### src/rtl/i2s_merge_pkg.sv
package i2s_merge_pkg;

    // Channel of a stereo pair, as carried by a word select line.
    typedef enum logic {
        CH_LEFT  = 1'b0,
        CH_RIGHT = 1'b1
    } chan_e;

    // Bit index inside a word of a given width, MSB sent first.
    function automatic int unsigned msb_first_index(input int unsigned width,
                                                    input int unsigned pos);
        return width - 1 - pos;
    endfunction

endpackage

### src/rtl/i2s_merge_timebase.sv
// Frame counter shared by the source side and the merged side.
module i2s_merge_timebase #(
    parameter int ODIV_LOG2 = 2,
    parameter int IDIV_LOG2 = 3,
    parameter int IBIT_W    = 5,
    parameter int OBIT_W    = 6,
    parameter int CNT_W     = 8
) (
    input  logic              clk,
    input  logic              rst_n,
    output logic              sample_stb,
    output logic [IBIT_W-1:0] in_bit_idx,
    output logic              in_bclk,
    output logic              in_ws,
    output logic [OBIT_W-1:0] nxt_pos,
    output logic              nxt_edge,
    output logic              nxt_obclk,
    output logic              nxt_ws
);

    localparam logic [IDIV_LOG2-1:0] SAMPLE_PH =
        IDIV_LOG2'((1 << (IDIV_LOG2 - 1)) - 1);

    typedef struct packed {
        logic [CNT_W-1:0] cnt;
    } tb_state_t;

    tb_state_t st_q, st_d;

    always_comb begin
        st_d     = st_q;
        st_d.cnt = st_q.cnt + 1'b1;
    end

    always_ff @(posedge clk) begin
        if (!rst_n) begin
            st_q <= '0;
        end else begin
            st_q <= st_d;
        end
    end

    // The source side is seen from the registered count.
    assign sample_stb = (st_q.cnt[IDIV_LOG2-1:0] == SAMPLE_PH);
    assign in_bit_idx = st_q.cnt[CNT_W-1:IDIV_LOG2];
    assign in_bclk    = st_q.cnt[IDIV_LOG2-1];
    assign in_ws      = st_q.cnt[CNT_W-1];

    // The merged side is registered in the top, so it looks at the next count.
    assign nxt_pos   = st_d.cnt[CNT_W-1:ODIV_LOG2];
    assign nxt_edge  = (st_d.cnt[ODIV_LOG2-1:0] == '0);
    assign nxt_obclk = st_d.cnt[ODIV_LOG2-1];
    assign nxt_ws    = st_d.cnt[CNT_W-1];

endmodule

### src/rtl/i2s_merge_capture.sv
// Deserialiser for one stereo source plus its left and right holding words.
module i2s_merge_capture #(
    parameter int WORD_W = 16,
    parameter int IBIT_W = 5
) (
    input  logic              clk,
    input  logic              rst_n,
    input  logic              sample_stb,
    input  logic [IBIT_W-1:0] bit_idx,
    input  logic              sd,
    output logic [WORD_W-1:0] left_word,
    output logic [WORD_W-1:0] right_word
);

    // The left LSB lands in the first bit of the right half; the right LSB
    // lands in bit 0 of the following frame.
    localparam logic [IBIT_W-1:0] LEFT_DONE  = IBIT_W'(WORD_W);
    localparam logic [IBIT_W-1:0] RIGHT_DONE = '0;

    typedef struct packed {
        logic [WORD_W-1:0] shreg;
        logic [WORD_W-1:0] left;
        logic [WORD_W-1:0] right;
    } cap_state_t;

    cap_state_t st_q, st_d;
    logic [WORD_W-1:0] shifted;

    always_comb begin
        st_d    = st_q;
        shifted = {st_q.shreg[WORD_W-2:0], sd};
        if (sample_stb) begin
            st_d.shreg = shifted;
            if (bit_idx == LEFT_DONE) begin
                st_d.left = shifted;
            end
            if (bit_idx == RIGHT_DONE) begin
                st_d.right = shifted;
            end
        end
    end

    always_ff @(posedge clk) begin
        if (!rst_n) begin
            st_q <= '0;
        end else begin
            st_q <= st_d;
        end
    end

    assign left_word  = st_q.left;
    assign right_word = st_q.right;

endmodule

### src/rtl/i2s_merge_slot_mux.sv
// Picks the merged-stream bit for a bit position within the merged frame.
module i2s_merge_slot_mux
    import i2s_merge_pkg::*;
#(
    parameter int WORD_W = 16,
    parameter int NUM_IN = 2,
    parameter int OBIT_W = 6
) (
    input  logic [OBIT_W-1:0]              out_pos,
    input  logic [NUM_IN-1:0][WORD_W-1:0]  left_words,
    input  logic [NUM_IN-1:0][WORD_W-1:0]  right_words,
    output logic                           bit_out
);

    localparam int WBITS = $clog2(WORD_W);
    localparam int SRC_W = $clog2(NUM_IN);

    logic [OBIT_W-1:0] word_pos;
    chan_e             chan;
    logic [SRC_W-1:0]  src_sel;
    logic [WBITS-1:0]  bit_sel;
    logic [WORD_W-1:0] word;

    always_comb begin
        // One bit clock of delay: position 0 carries the LSB of the last slot.
        word_pos = out_pos - 1'b1;
        chan     = chan_e'(word_pos[OBIT_W-1]);
        src_sel  = word_pos[WBITS +: SRC_W];
        bit_sel  = WBITS'(msb_first_index(WORD_W, int'(word_pos[WBITS-1:0])));
        case (chan)
            CH_LEFT:  word = left_words[src_sel];
            default:  word = right_words[src_sel];
        endcase
        bit_out = word[bit_sel];
    end

endmodule

### src/rtl/i2s_word_merger.sv
// Joins NUM_IN stereo sources into one merged stereo stream, word by word.
module i2s_word_merger #(
    parameter int WORD_W    = 16,
    parameter int NUM_IN    = 2,
    parameter int ODIV_LOG2 = 2
) (
    input  logic              clk,
    input  logic              rst_n,
    input  logic [NUM_IN-1:0] src_sd,
    output logic              src_bclk,
    output logic              src_ws,
    output logic              mrg_bclk,
    output logic              mrg_ws,
    output logic              mrg_sd
);

    localparam int WBITS     = $clog2(WORD_W);
    localparam int SRC_W     = $clog2(NUM_IN);
    localparam int IDIV_LOG2 = ODIV_LOG2 + SRC_W;
    localparam int IBIT_W    = WBITS + 1;
    localparam int OBIT_W    = WBITS + 1 + SRC_W;
    localparam int CNT_W     = ODIV_LOG2 + OBIT_W;

    localparam logic [IBIT_W-1:0] LEFT_DONE  = IBIT_W'(WORD_W);
    localparam logic [IBIT_W-1:0] RIGHT_DONE = '0;

    logic              sample_stb;
    logic [IBIT_W-1:0] in_bit_idx;
    logic [OBIT_W-1:0] nxt_pos;
    logic              nxt_edge;
    logic              nxt_obclk;
    logic              nxt_ws;
    logic              mux_bit;

    logic [NUM_IN-1:0][WORD_W-1:0] left_words;
    logic [NUM_IN-1:0][WORD_W-1:0] right_words;

    i2s_merge_timebase #(
        .ODIV_LOG2 (ODIV_LOG2),
        .IDIV_LOG2 (IDIV_LOG2),
        .IBIT_W    (IBIT_W),
        .OBIT_W    (OBIT_W),
        .CNT_W     (CNT_W)
    ) i_timebase (
        .clk        (clk),
        .rst_n      (rst_n),
        .sample_stb (sample_stb),
        .in_bit_idx (in_bit_idx),
        .in_bclk    (src_bclk),
        .in_ws      (src_ws),
        .nxt_pos    (nxt_pos),
        .nxt_edge   (nxt_edge),
        .nxt_obclk  (nxt_obclk),
        .nxt_ws     (nxt_ws)
    );

    for (genvar s = 0; s < NUM_IN; s++) begin : g_src
        i2s_merge_capture #(
            .WORD_W (WORD_W),
            .IBIT_W (IBIT_W)
        ) i_capture (
            .clk        (clk),
            .rst_n      (rst_n),
            .sample_stb (sample_stb),
            .bit_idx    (in_bit_idx),
            .sd         (src_sd[s]),
            .left_word  (left_words[s]),
            .right_word (right_words[s])
        );
    end

    i2s_merge_slot_mux #(
        .WORD_W (WORD_W),
        .NUM_IN (NUM_IN),
        .OBIT_W (OBIT_W)
    ) i_slot_mux (
        .out_pos     (nxt_pos),
        .left_words  (left_words),
        .right_words (right_words),
        .bit_out     (mux_bit)
    );

    typedef struct packed {
        logic left_seen;
        logic live;
        logic obclk;
        logic ows;
        logic osd;
    } top_state_t;

    top_state_t st_q, st_d;

    always_comb begin
        st_d = st_q;
        if (sample_stb && in_bit_idx == LEFT_DONE) begin
            st_d.left_seen = 1'b1;
        end
        if (sample_stb && in_bit_idx == RIGHT_DONE && st_q.left_seen) begin
            st_d.live = 1'b1;
        end
        st_d.obclk = st_d.live & nxt_obclk;
        st_d.ows   = st_d.live & nxt_ws;
        if (!st_d.live) begin
            st_d.osd = 1'b0;
        end else if (nxt_edge) begin
            st_d.osd = mux_bit;
        end
    end

    always_ff @(posedge clk) begin
        if (!rst_n) begin
            st_q <= '0;
        end else begin
            st_q <= st_d;
        end
    end

    assign mrg_bclk = st_q.obclk;
    assign mrg_ws   = st_q.ows;
    assign mrg_sd   = st_q.osd;

endmodule

### config.mk
export PLATFORM = sky130hd
export DESIGN_NAME = i2s_word_merger
export DESIGN_NICKNAME = d
export VERILOG_FILES = /design/src/rtl/i2s_merge_pkg.sv /design/src/rtl/i2s_merge_timebase.sv /design/src/rtl/i2s_merge_capture.sv /design/src/rtl/i2s_merge_slot_mux.sv /design/src/rtl/i2s_word_merger.sv
export SDC_FILE = /design/constraint.sdc
export NUM_CORES = 1
export LEC_CHECK = 0
export ABC_CLOCK_PERIOD_IN_PS = 4450
export BUFFER_PORTS_ARGS = -buffer_cell sky130_fd_sc_hd__buf_2
export CORE_MARGIN = 2
export CORE_UTILIZATION = 31
export DETAILED_ROUTE_END_ITERATION = 16
export RECOVER_POWER = 25
export SYNTH_ARGS = -nofsm -noshare
export SYNTH_HDL_FRONTEND = slang
export SYNTH_SLANG_ARGS = --single-unit
### constraint.sdc
create_clock -name clk -period 4.45 [get_ports clk]
set_input_delay 0.89 -clock clk [delete_from_list [all_inputs] [get_ports clk]]
set_output_delay 0.89 -clock clk [all_outputs]
set_load 0.03 [all_outputs]
== After elaboration in Yosys (flattened, before gate mapping) ==
Cells that the tools add are included.
W data, S select, Z words.
Word-level totals
  flip-flop bits (word level): 107
  input bits: 4
  output and inout bits: 5
  logic and storage cells: 37
Cells by class
  $add $sub $neg: 3
  order comparisons: 2
  eq/ne operators: 2
  mux-type cells: 8
  bitwise logic cells: 2
  reduce and logical (&&, ||, !) cells: 8
Operator list (number)
  $mux W16: 5
  $add A8 B1 Y8 const B: 1
  $reduce_and A2 Y1: 3
  $sub A6 B1 Y6 const B: 1
  $eq A5 B5 Y1 const B: 1
  $logic_not A5 Y1: 1
  $lt A4 B5 Y1 const B: 1
  $bmux W1 S4: 1
  $sub A4 B4 Y4 const A: 1
  $eq A3 B2 Y1 const B: 1
  $logic_and A1 B1 Y1: 3
  $and A1 B1 Y1: 2
  $logic_not A2 Y1: 1
  $lt A1 B2 Y1 const B: 1
  $mux W1: 2

== Logic depth before layout (Yosys ltp) ==
Gate-level depths: netlist (run 1).
  word-level depth: 7
  depth in mapped cells: 13
  depth with buffers taken out: 12

== Hierarchy ==
A second synthesis (run 1) with hierarchy kept.
Unflattened totals
  cell total of the unflattened synthesis: 520
  area total of the unflattened synthesis: 5089.9 µm²
Modules (own cells, without submodules)
  i2s_merge_capture: times used 2, cells an instance 174, area an instance 1788.0 µm², sequential area each 940.9 µm²
  i2s_merge_slot_mux: times used 1, cells an instance 103, area an instance 820.8 µm², sequential area each 0.0 µm²
  i2s_merge_timebase: times used 1, cells an instance 51, area an instance 500.5 µm², sequential area each 160.2 µm²
  i2s_word_merger: times used 1, cells an instance 18, area an instance 192.7 µm², sequential area each 100.1 µm²

== Worst setup path before layout (run 1) ==
OpenSTA, ideal clock, no wires.
  path kind: reg-to-reg
  start point: register i_timebase.st_q[2] (netlist name)
  end point: register st_q (netlist bit mrg_sd)
  setup time: 0.116 ns
  arrival time: 3.325 ns
  data required time: 4.334 ns
  setup slack: 1.009 ns
  cell stages (with the launch flop): 11
  path buffers: 0
  clock period less this slack: 3.441 ns
  path through: dfxtp_1 -> inv_1 -> ha_1 -> and4b_2 -> or4_4 -> o21a_4 -> xnor2_4 -> mux4_1 -> a41o_1 -> a211o_1 -> o211a_1
Between the ends
  word-level cells in the longest chain between the ends: 7
  elaborated cells on any way between the ends: 15
  classes of those cells: 3 x add/sub; 1 x eq/ne; 8 x mux; 3 x reduce/logical
Ends and longest elaborated chain
  start, declared: RTL line i2s_merge_timebase.sv:28  | tb_state_t st_q, st_d;
  start signal, assigned: RTL line i2s_merge_timebase.sv:39  | st_q <= st_d;
  parallel branches: the longest is 7 deep, another holds $add A8 B1 Y8
  end signal, assigned: RTL line i2s_word_merger.sv:114  | st_q <= st_d;
  end, declared: RTL line i2s_word_merger.sv:91  | top_state_t st_q, st_d;
Several ways; the timed one is not identified. The select of a mux whose other input is x is not followed.
A chain may end at the register's enable or synchronous reset.

== Worst setup path in the final report (run 1) ==
  start point: register i_timebase.st_q[0] (netlist name)
  end point: register st_q (netlist bit mrg_sd)
Same word-level chain as after synthesis.

==> results of run 1 <==
-- sequential cells by signal, summed over array words and instances (netlist names) --
name / flops
mrg_ws: 1
i_timebase.st_q: 8
g_src.i_capture.left_word: 32
g_src.i_capture.shifted: 30
mrg_bclk: 1
mrg_sd: 1
g_src.i_capture.right_word: 32
st_q: 2
-- cell usage after synthesis, drive strengths merged, types with 5 or more instances --
| library cell | instances | area share |
|---|---|---|
| a21boi | 64 | 0.099 |
| and2 | 6 | 0.0077 |
| buf | 7 | 0.013 |
| clkbuf | 30 | 0.029 |
| dfxtp | 107 | 0.44 |
| inv | 6 | 0.0046 |
| mux2i | 37 | 0.076 |
| mux4 | 13 | 0.067 |
| nand2 | 136 | 0.10 |
| nand3 | 8 | 0.0082 |
| nor2 | 11 | 0.0085 |
| nor2b | 35 | 0.045 |
| o21ai | 5 | 0.0074 |
| xnor2 | 7 | 0.016 |
-- routing by layer --
metal,vias to the layer above,track usage,wire length [µm]
met3,21,0.0273,303
met1,1622,0.169,4960
li1,1726,-,-
met2,41,0.202,4670
met5,-,0,0
met4,0,0.0639,264
-- kinds of logic (layout without fill, tap and decap cells) --
kind of cell	after synthesis	count (layout)	share of synthesized area
compound gates	89	89	0.141
xor+xnor	11	11	0.0252
fa+ha+maj	3	3	0.00770
buf+inv	43	36	0.0472
flops	107	107	0.440
mux	50	50	0.143
simple gates	210	210	0.197
-- through the flow --
stage / instance area, µm² / worst slack, ps / std cells
2_1_floorplan: 4870 / 1010 / 513
3_3_place_gp: 5030 / 547 / 703
3_5_place_dp: 5030 / 400 / 703
4_1_cts: 5280 / 370 / 717
5_1_grt: 5270 / 148 / 717
6_report: 5270 / 353 / 717
-- worst paths after layout --
check	start	endpoint	slack (ps)	cells past startpoint
setup / recovery	i_timebase.st_q[0]	mrg_sd	350	11
hold / removal	st_q[4]	st_q[4]	460	1
setup reg to reg	i_timebase.st_q[0]	mrg_sd	350	11
hold reg to reg	st_q[4]	st_q[4]	460	1
-- final cells by class --
cell class | count | area, µm² | area share
multi-input combinational | 363 | 2500 | 0.475
inverter | 6 | 22.5 | 0.00427
timing repair buffer | 16 | 90.1 | 0.0171
clock inverter | 3 | 17.5 | 0.00332
tap | 211 | 264 | 0.0501
clock buffer | 11 | 233 | 0.0441
sequential | 107 | 2140 | 0.406
-- worst register-to-register path: stages, from the launching register on --
cell and delay [ps]:
dfxtp_1 380, ha_1 340, ha_2 530, inv_1 180
nor3b_1 390, o21ai_4 120, o21a_4 260, xnor2_4 450
mux4_1 660, a41o_1 260, a211o_1 230, o211a_1 220
-- power groups by stage --
stage	clock (W)	combinational, W	sequential [W]
after global routing	0.000771	0.000150	0.000966
after detailed placement	0	0.000139	0.000988
final	0.000712	0.000139	0.000966
after CTS	0.000729	0.000139	0.000965
after floorplan	0	0.000117	0.000988
after global placement	0	0.000137	0.000987
==> out/results.txt, run 1 <==
Data required time of the worst path = 4700 ps
Slew @ Worst Pin = 1600 ps
Largest net degree at the start of global routing = 104
Post-CTS sizing = 0
Net Sw Power = 0.000424 W
Ant diodes = 0
Initial antenna violation count = 0
Tot Pwr = 0.00182 W
Final setup fails = 0
YS warnings = 0
DRT iter0 DRCs = 244
Share of synthesized registers carrying an async set or reset = 0
Row cnt = 45
Sequential area share after synthesis = 0.440
CP Cell Sequence = ha_1 -> ha_2 -> inv_1 -> nor3b_1 -> o21ai_4 -> o21a_4 -> xnor2_4 -> mux4_1 -> a41o_1 -> a211o_1 -> o211a_1
Critical path class = reg2reg
Fraction of layout cells with a size suffix above 1 = 0.0711
Syn Inst Count = 513
CP max stage delay = 650 ps
Total gr overflow = 0
Drt drc = 0
Synthesized cell area = 4870 µm²
CP max-delay cell = mux4_1
Net Sw Frac = 0.233
Boundary Pins = 9
Die Y = 129 µm
Worst hold path type = reg2reg
Crit end category = register
Syn Area/Cell = 9.50 µm²
Int Power = 0.00139 W
Clock power frac = 0.392
Pre-Repair DR Iteration Count = 4
Slew HR = -0.0691
Max-cap violations = 1
Final ANT Viol Nets = 0
Die area = 16700 µm²
Critical path peak fanout = 15
Failing checks = max-capacitance violations, max-slew violations
Final hold violations = 0
RSZ-0062 raised after global routing = no
Worst hold slack = 458 ps
Buffers added on ports = 8
VDD IR-drop max = 0.152 mV
Status = finished, violations left
Vias in the first global route = 3315
Synth-to-layout area growth = 8.19%
P_leak = 1.75 nW
Period utilisation layout = 0.921
Filler cells = 1546
# H-tree levels = 3
# Post-CTS Setup Buffers = 0
Initial Util = 0.319
Seq pwr share = 0.531
Top Family by Delay on Critical Path = compound AO/OA/AOI/OAI gates
WL/cell = 14.2 µm
Total global-route track usage = 0.129
Prevailing post-synth register cell = dfxtp_1
Clock root cell = clkbuf_16
CTS tree = yes
Via count = 3410
Clk sink count = 107
Final min period = 4100 ps
Core area = 15300 µm²
Worst path bufs/invs = 1
Final core utilization = 0.346
Post-detail-place hpwl = 6.56 mm
Syn nets = 520
CTS clk-pin slew, worst paths = 70 ps
Die W = 129 µm
Comb pwr share = 0.077
Most common cell after layout, fill and taps aside = nand2_1
Yosys reg bits = 107
Hold buffers post-CTS = 0
CTS Buf Count = 9
Pwr Density = 345 nW/µm²
Commonest non-fill, non-tap cells in the layout = 136 x nand2_1, 107 x dfxtp_1, 64 x a21boi_0, 37 x mux2i_1, 35 x nor2b_1
Worst clock skew = 10.2 ps
GPL Wtd Cong = 0.853
Post-route setup TNS = 0 ps
Vias per cell = 4.76
Unique masters post-synth = 52
First-pass GRT wire length = 17.0 mm
Routed wire length = 10.2 mm
Critical Path AT = 4350 ps
FMAX = 244 MHz
Maximum root-to-sink buffer count = 2
Nets = 510
Skew-Pair Late Insertion Delay = 350 ps
Crit start category = register
Fin. max-slew vios = 104
Post-synth EDFFs = 0
Power figures use the tool's default switching activity.
==> inputs of run 2 (changes only) <==
--- a/config.mk
+++ b/config.mk
@@ -5,8 +5,9 @@
 export SDC_FILE = /design/constraint.sdc
 export NUM_CORES = 1
 export LEC_CHECK = 0
-export ABC_CLOCK_PERIOD_IN_PS = 4450
+export ABC_CLOCK_PERIOD_IN_PS = 3800
 export BUFFER_PORTS_ARGS = -buffer_cell sky130_fd_sc_hd__buf_2
+export CORE_ASPECT_RATIO = 0.7
 export CORE_MARGIN = 2
 export CORE_UTILIZATION = 31
 export DETAILED_ROUTE_END_ITERATION = 16
==> constraint.sdc (replaced) <==
create_clock -name clk -period 3.8 [get_ports clk]
set_input_delay 0.76 -clock clk [delete_from_list [all_inputs] [get_ports clk]]
set_output_delay 0.76 -clock clk [all_outputs]
set_load 0.03 [all_outputs]
==> run 2 against run 1 <==
  * The flow still finishes with violations (max-capacitance violations, max-slew violations)
  * Non-clock buffer count increased by 10
  * Worst setup slack got worse by 200 ps
  * Cell area increased by 2.3%
  * Maximum frequency increased by 12%
  * Power increased by 26%
  * Utilization increased by 0.34 points
  * Sequential power increased by 17%
  * Highest routed layer unchanged
  * Flip-flop and latch count unchanged
  * Critical path type unchanged
  * Final cell count increased by 0.14%
  * Wire length increased by 7.3%
  * Largest power group unchanged
==> out/results.txt, run 2 (synthesized netlist as in run 1, its figures left out) <==
Status = finished, violations left
Failing checks = max-capacitance violations, max-slew violations
Commonest non-fill, non-tap cells in the layout = 136 x nand2_1, 107 x dfxtp_1, 64 x a21boi_0, 37 x mux2i_1, 35 x nor2b_1
Tot Pwr = 0.00228 W
Row cnt = 38
Crit end category = register
Crit start category = register
Final hold violations = 0
Critical Path AT = 3900 ps
Die W = 154 µm
Nets = 520
Die Y = 109 µm
WL/cell = 15.2 µm
# H-tree levels = 3
DRT iter0 DRCs = 223
Post-detail-place hpwl = 7.22 mm
CTS Buf Count = 9
Most common cell after layout, fill and taps aside = nand2_1
Total global-route track usage = 0.139
Pwr Density = 423 nW/µm²
GPL Wtd Cong = 0.898
Hold buffers post-CTS = 0
Data required time of the worst path = 4050 ps
Skew-Pair Late Insertion Delay = 360 ps
Largest net degree at the start of global routing = 104
Die area = 16800 µm²
Ant diodes = 0
RSZ-0062 raised after global routing = no
Post-route setup TNS = 0 ps
Boundary Pins = 9
Total gr overflow = 0
Synth-to-layout area growth = 10.6%
CTS clk-pin slew, worst paths = 70 ps
Maximum root-to-sink buffer count = 2
Initial antenna violation count = 0
First-pass GRT wire length = 18.2 mm
Max-cap violations = 1
Post-CTS sizing = 0
Pre-CTS setup slack = 230 ps
# Post-CTS Setup Buffers = 0
Slew @ Worst Pin = 1650 ps
Final setup fails = 0
CTS tree = yes
Critical path class = reg2reg
Fin. max-slew vios = 104
Period utilisation layout = 0.960
Fraction of layout cells with a size suffix above 1 = 0.100
VDD IR-drop max = 0.205 mV
Pre-Repair DR Iteration Count = 4
Filler cells = 1526
Critical path peak fanout = 8
Slew HR = -0.0989
Drt drc = 0
Clock root cell = clkbuf_16
P_leak = 1.83 nW
Worst hold path type = reg2reg
Vias per cell = 4.91
Initial Util = 0.315
Via count = 3523
FMAX = 274 MHz
Clk sink count = 107
Worst clock skew = 6.42 ps
Routed wire length = 10.9 mm
Buffers added on ports = 8
Core area = 15500 µm²
Final ANT Viol Nets = 0
Final worst setup slack = 151 ps
Final min period = 3650 ps
Vias in the first global route = 3396
[run 2: cell types whose count changed in the layout (fill, tap and decap cells not counted), sizes merged]
cell	previous run	this run
buf	9	21
bufinv	0	1
clkbuf	18	14
clkinv	2	1
inv	6	10
[run 2: final timing paths]
check / slack, ps / to / from / cells after the start
hold / removal: 460 / st_q[4] / st_q[4] / 1
setup / recovery: 150 / mrg_sd / i_timebase.st_q[0] / 11
setup reg to reg: 150 / mrg_sd / i_timebase.st_q[0] / 11
hold reg to reg: 460 / st_q[4] / st_q[4] / 1
[run 2: metrics by stage]
stage	instance area (µm²)	hold WS, ps	cells	util
2_1_floorplan	4870	432	513	-
3_3_place_gp	5060	439	698	0.328
3_5_place_dp	5060	454	698	0.328
4_1_cts	5370	471	714	0.347
5_1_grt	5390	484	718	0.349
6_report	5390	464	718	0.349
[run 2: power by group]
group,internal (W),switching [W]
logic,0.0000819,0.0000988
registers,0.00112,0.00000578
clock network,0.000522,0.000448
total,0.00173,0.000553
[run 2: worst max-delay path, stage by stage (launching register included)]
cell and delay [ps]:
dfxtp_1 440, ha_1 230, ha_2 330, and4b_2 230, or4_4 480, o21a_4 150, xnor2_4 270, buf_4 160
mux4_1 570, and3_1 210, a211o_1 260, o211a_1 220
[run 2: layout make-up]
type,instances,area [µm²],share of cell area
multi-input combinational,363,2500,0.464
sequential,107,2140,0.397
tap,200,250,0.0464
clock buffer,9,225,0.0418
timing repair buffer,26,168,0.0311
clock inverter,7,80.1,0.0149
inverter,6,22.5,0.00418
[run 2: layer usage]
layer | GRT usage | vias up | part of all wire
li1 | - | 1747 | -
met1 | 0.201 | 1692 | 0.53
met2 | 0.203 | 74 | 0.41
met3 | 0.0393 | 10 | 0.047
met4 | 0.0401 | 0 | 0.011
met5 | 0 | - | 0
==> inputs of run 3 (changes only) <==
--- a/config.mk
+++ b/config.mk
@@ -8,7 +8,7 @@
 export ABC_CLOCK_PERIOD_IN_PS = 3800
 export BUFFER_PORTS_ARGS = -buffer_cell sky130_fd_sc_hd__buf_2
 export CORE_ASPECT_RATIO = 0.7
-export CORE_MARGIN = 2
+export CORE_MARGIN = 4
 export CORE_UTILIZATION = 31
 export DETAILED_ROUTE_END_ITERATION = 16
 export RECOVER_POWER = 25
==> run 3 against run 2 <==
  * The run still ends with max-capacitance violations, max-slew violations left
  * Critical path type unchanged
  * Critical endpoint unchanged
  * Non-clock buffer count rose by 1
  * Utilization rose by 0.23 points
  * Cell area rose by 0.65%
==> out/results.txt, run 3 (synthesized netlist as in run 1, its figures left out) <==
GPL Wtd Cong = 0.823
Failing checks = max-capacitance violations, max-slew violations
Initial Util = 0.315
Pre-Repair DR Iteration Count = 5
Clock root cell = clkbuf_16
Final hold violations = 0
Die W = 158 µm
Placed instance area = 5060 µm²
Multi-input logic area = 2510 µm²
Buffers added on ports = 8
Post-route cell area = 5430 µm²
Largest net degree at the start of global routing = 104
Vias per cell = 4.96
GR Util met3 = 0.0371
DRT iter0 DRCs = 208
Core area = 15500 µm²
FMAX = 271 MHz
Max-cap violations = 1
Fin. max-slew vios = 104
Initial antenna violation count = 0
First-pass GRT wire length = 18.2 mm
Hold buffers post-CTS = 0
Boundary Pins = 9
Clk sink count = 107
CP max-delay cell = mux4_1
Most common cell after layout, fill and taps aside = nand2_1
Pre-CTS setup slack = 152 ps
Die Y = 113 µm
Crit end category = register
CP max stage delay = 570 ps
Critical path peak fanout = 8
Synth-to-layout area growth = 11.3%
Status = finished, violations left
Ant diodes = 0
GR peak layer = met1
Worst path bufs/invs = 1
Maximum root-to-sink buffer count = 2
# H-tree levels = 3
Final ANT Viol Nets = 0
Slew HR = -0.0632
CTS tree = yes
Met1 usage = 0.191
Slew @ Worst Pin = 1590 ps
Critical path class = reg2reg
Final worst setup slack = 106 ps
Vias in the first global route = 3489
Worst clock skew = 6.16 ps
Total gr overflow = 0
Top Family by Delay on Critical Path = compound AO/OA/AOI/OAI gates
CP Cell Sequence = ha_1 -> ha_2 -> and4b_2 -> or4_4 -> o21a_4 -> xnor2_4 -> buf_4 -> mux4_1 -> a41o_1 -> a211o_1 -> o211a_1
Die area = 17800 µm²
Skew-Pair Late Insertion Delay = 350 ps
Drt drc = 0
Total global-route track usage = 0.128
CTS clk-pin slew, worst paths = 70 ps
Period utilisation layout = 0.972
Register area = 2140 µm²
Critical Path AT = 3940 ps
Pwr Density = 431 nW/µm²
P_leak = 1.84 nW
CTS Buf Count = 9
Routed wire length = 10.7 mm
Nets = 521
Row cnt = 38
VDD IR-drop max = 0.183 mV
Post-detail-place hpwl = 7.16 mm
Worst hold slack = 465 ps
Filler cells = 1547
Via count = 3569
Final min period = 3690 ps
Data required time of the worst path = 4040 ps
WL/cell = 14.9 µm
Met2 usage = 0.181
Final setup fails = 0
Commonest non-fill, non-tap cells in the layout = 136 x nand2_1, 107 x dfxtp_1, 64 x a21boi_0, 37 x mux2i_1, 35 x nor2b_1
Worst hold path type = reg2reg
Fraction of layout cells with a size suffix above 1 = 0.102
Crit start category = register
-- run 3: cell types whose count changed in the layout (fill, tap and decap cells not counted), sizes merged --
cell	delta
clkbuf	+2
bufinv	+1
inv	-3
buf	+1
-- run 3: final cells by class --
cell class                 instances  share of cell area
inverter                           6             0.00415
tap                              200              0.0461
clock inverter                     5              0.0157
clock buffer                      11              0.0447
sequential                       107               0.395
multi-input combinational        363               0.462
timing repair buffer              27              0.0323
-- run 3: where the power goes --
part	switching, W	internal (W)	leakage [nW]
combinational	0.0000987	0.0000851	0.823
sequential	0.00000587	0.00112	0.862
clock	0.000422	0.000600	0.156
-- run 3: per-layer routing --
metal,share of wire,vias up
met3,0.054,15
li1,-,1749
met5,0,-
met4,0.014,0
met2,0.40,93
met1,0.53,1712
-- run 3: timing repair --
action | 4_1_cts | 5_1_grt
endpoints found under the setup margin | 0 | 1
buffers inserted | 0 | 6
resized for setup | 0 | 1
-- run 3: final timing paths --
path                      start  slack, ps       to  cells past startpoint
max          i_timebase.st_q[0]        110   mrg_sd                     11
min                     st_q[4]        470  st_q[4]                      1
max reg2reg  i_timebase.st_q[0]        110   mrg_sd                     11
min reg2reg             st_q[4]        470  st_q[4]                      1
-- run 3: per-stage QoR --
step / total power [W] / TNS [ps] / utilization / cells
floorplan: 0.00129 / 0 / - / 513
global placement: 0.00132 / 0 / 0.327 / 697
detailed placement: 0.00133 / 0 / 0.327 / 697
CTS: 0.00234 / 0 / 0.348 / 713
global route: 0.00242 / -17.1 / 0.351 / 719
finish: 0.00234 / 0 / 0.351 / 719
-- run 3: worst register-to-register path, stage by stage (launching register included) --
cell	delay [ps]
dfxtp_1	440
ha_1	220
ha_2	330
and4b_2	230
or4_4	480
o21a_4	150
xnor2_4	280
buf_4	190
mux4_1	570
a41o_1	260
a211o_1	220
o211a_1	220
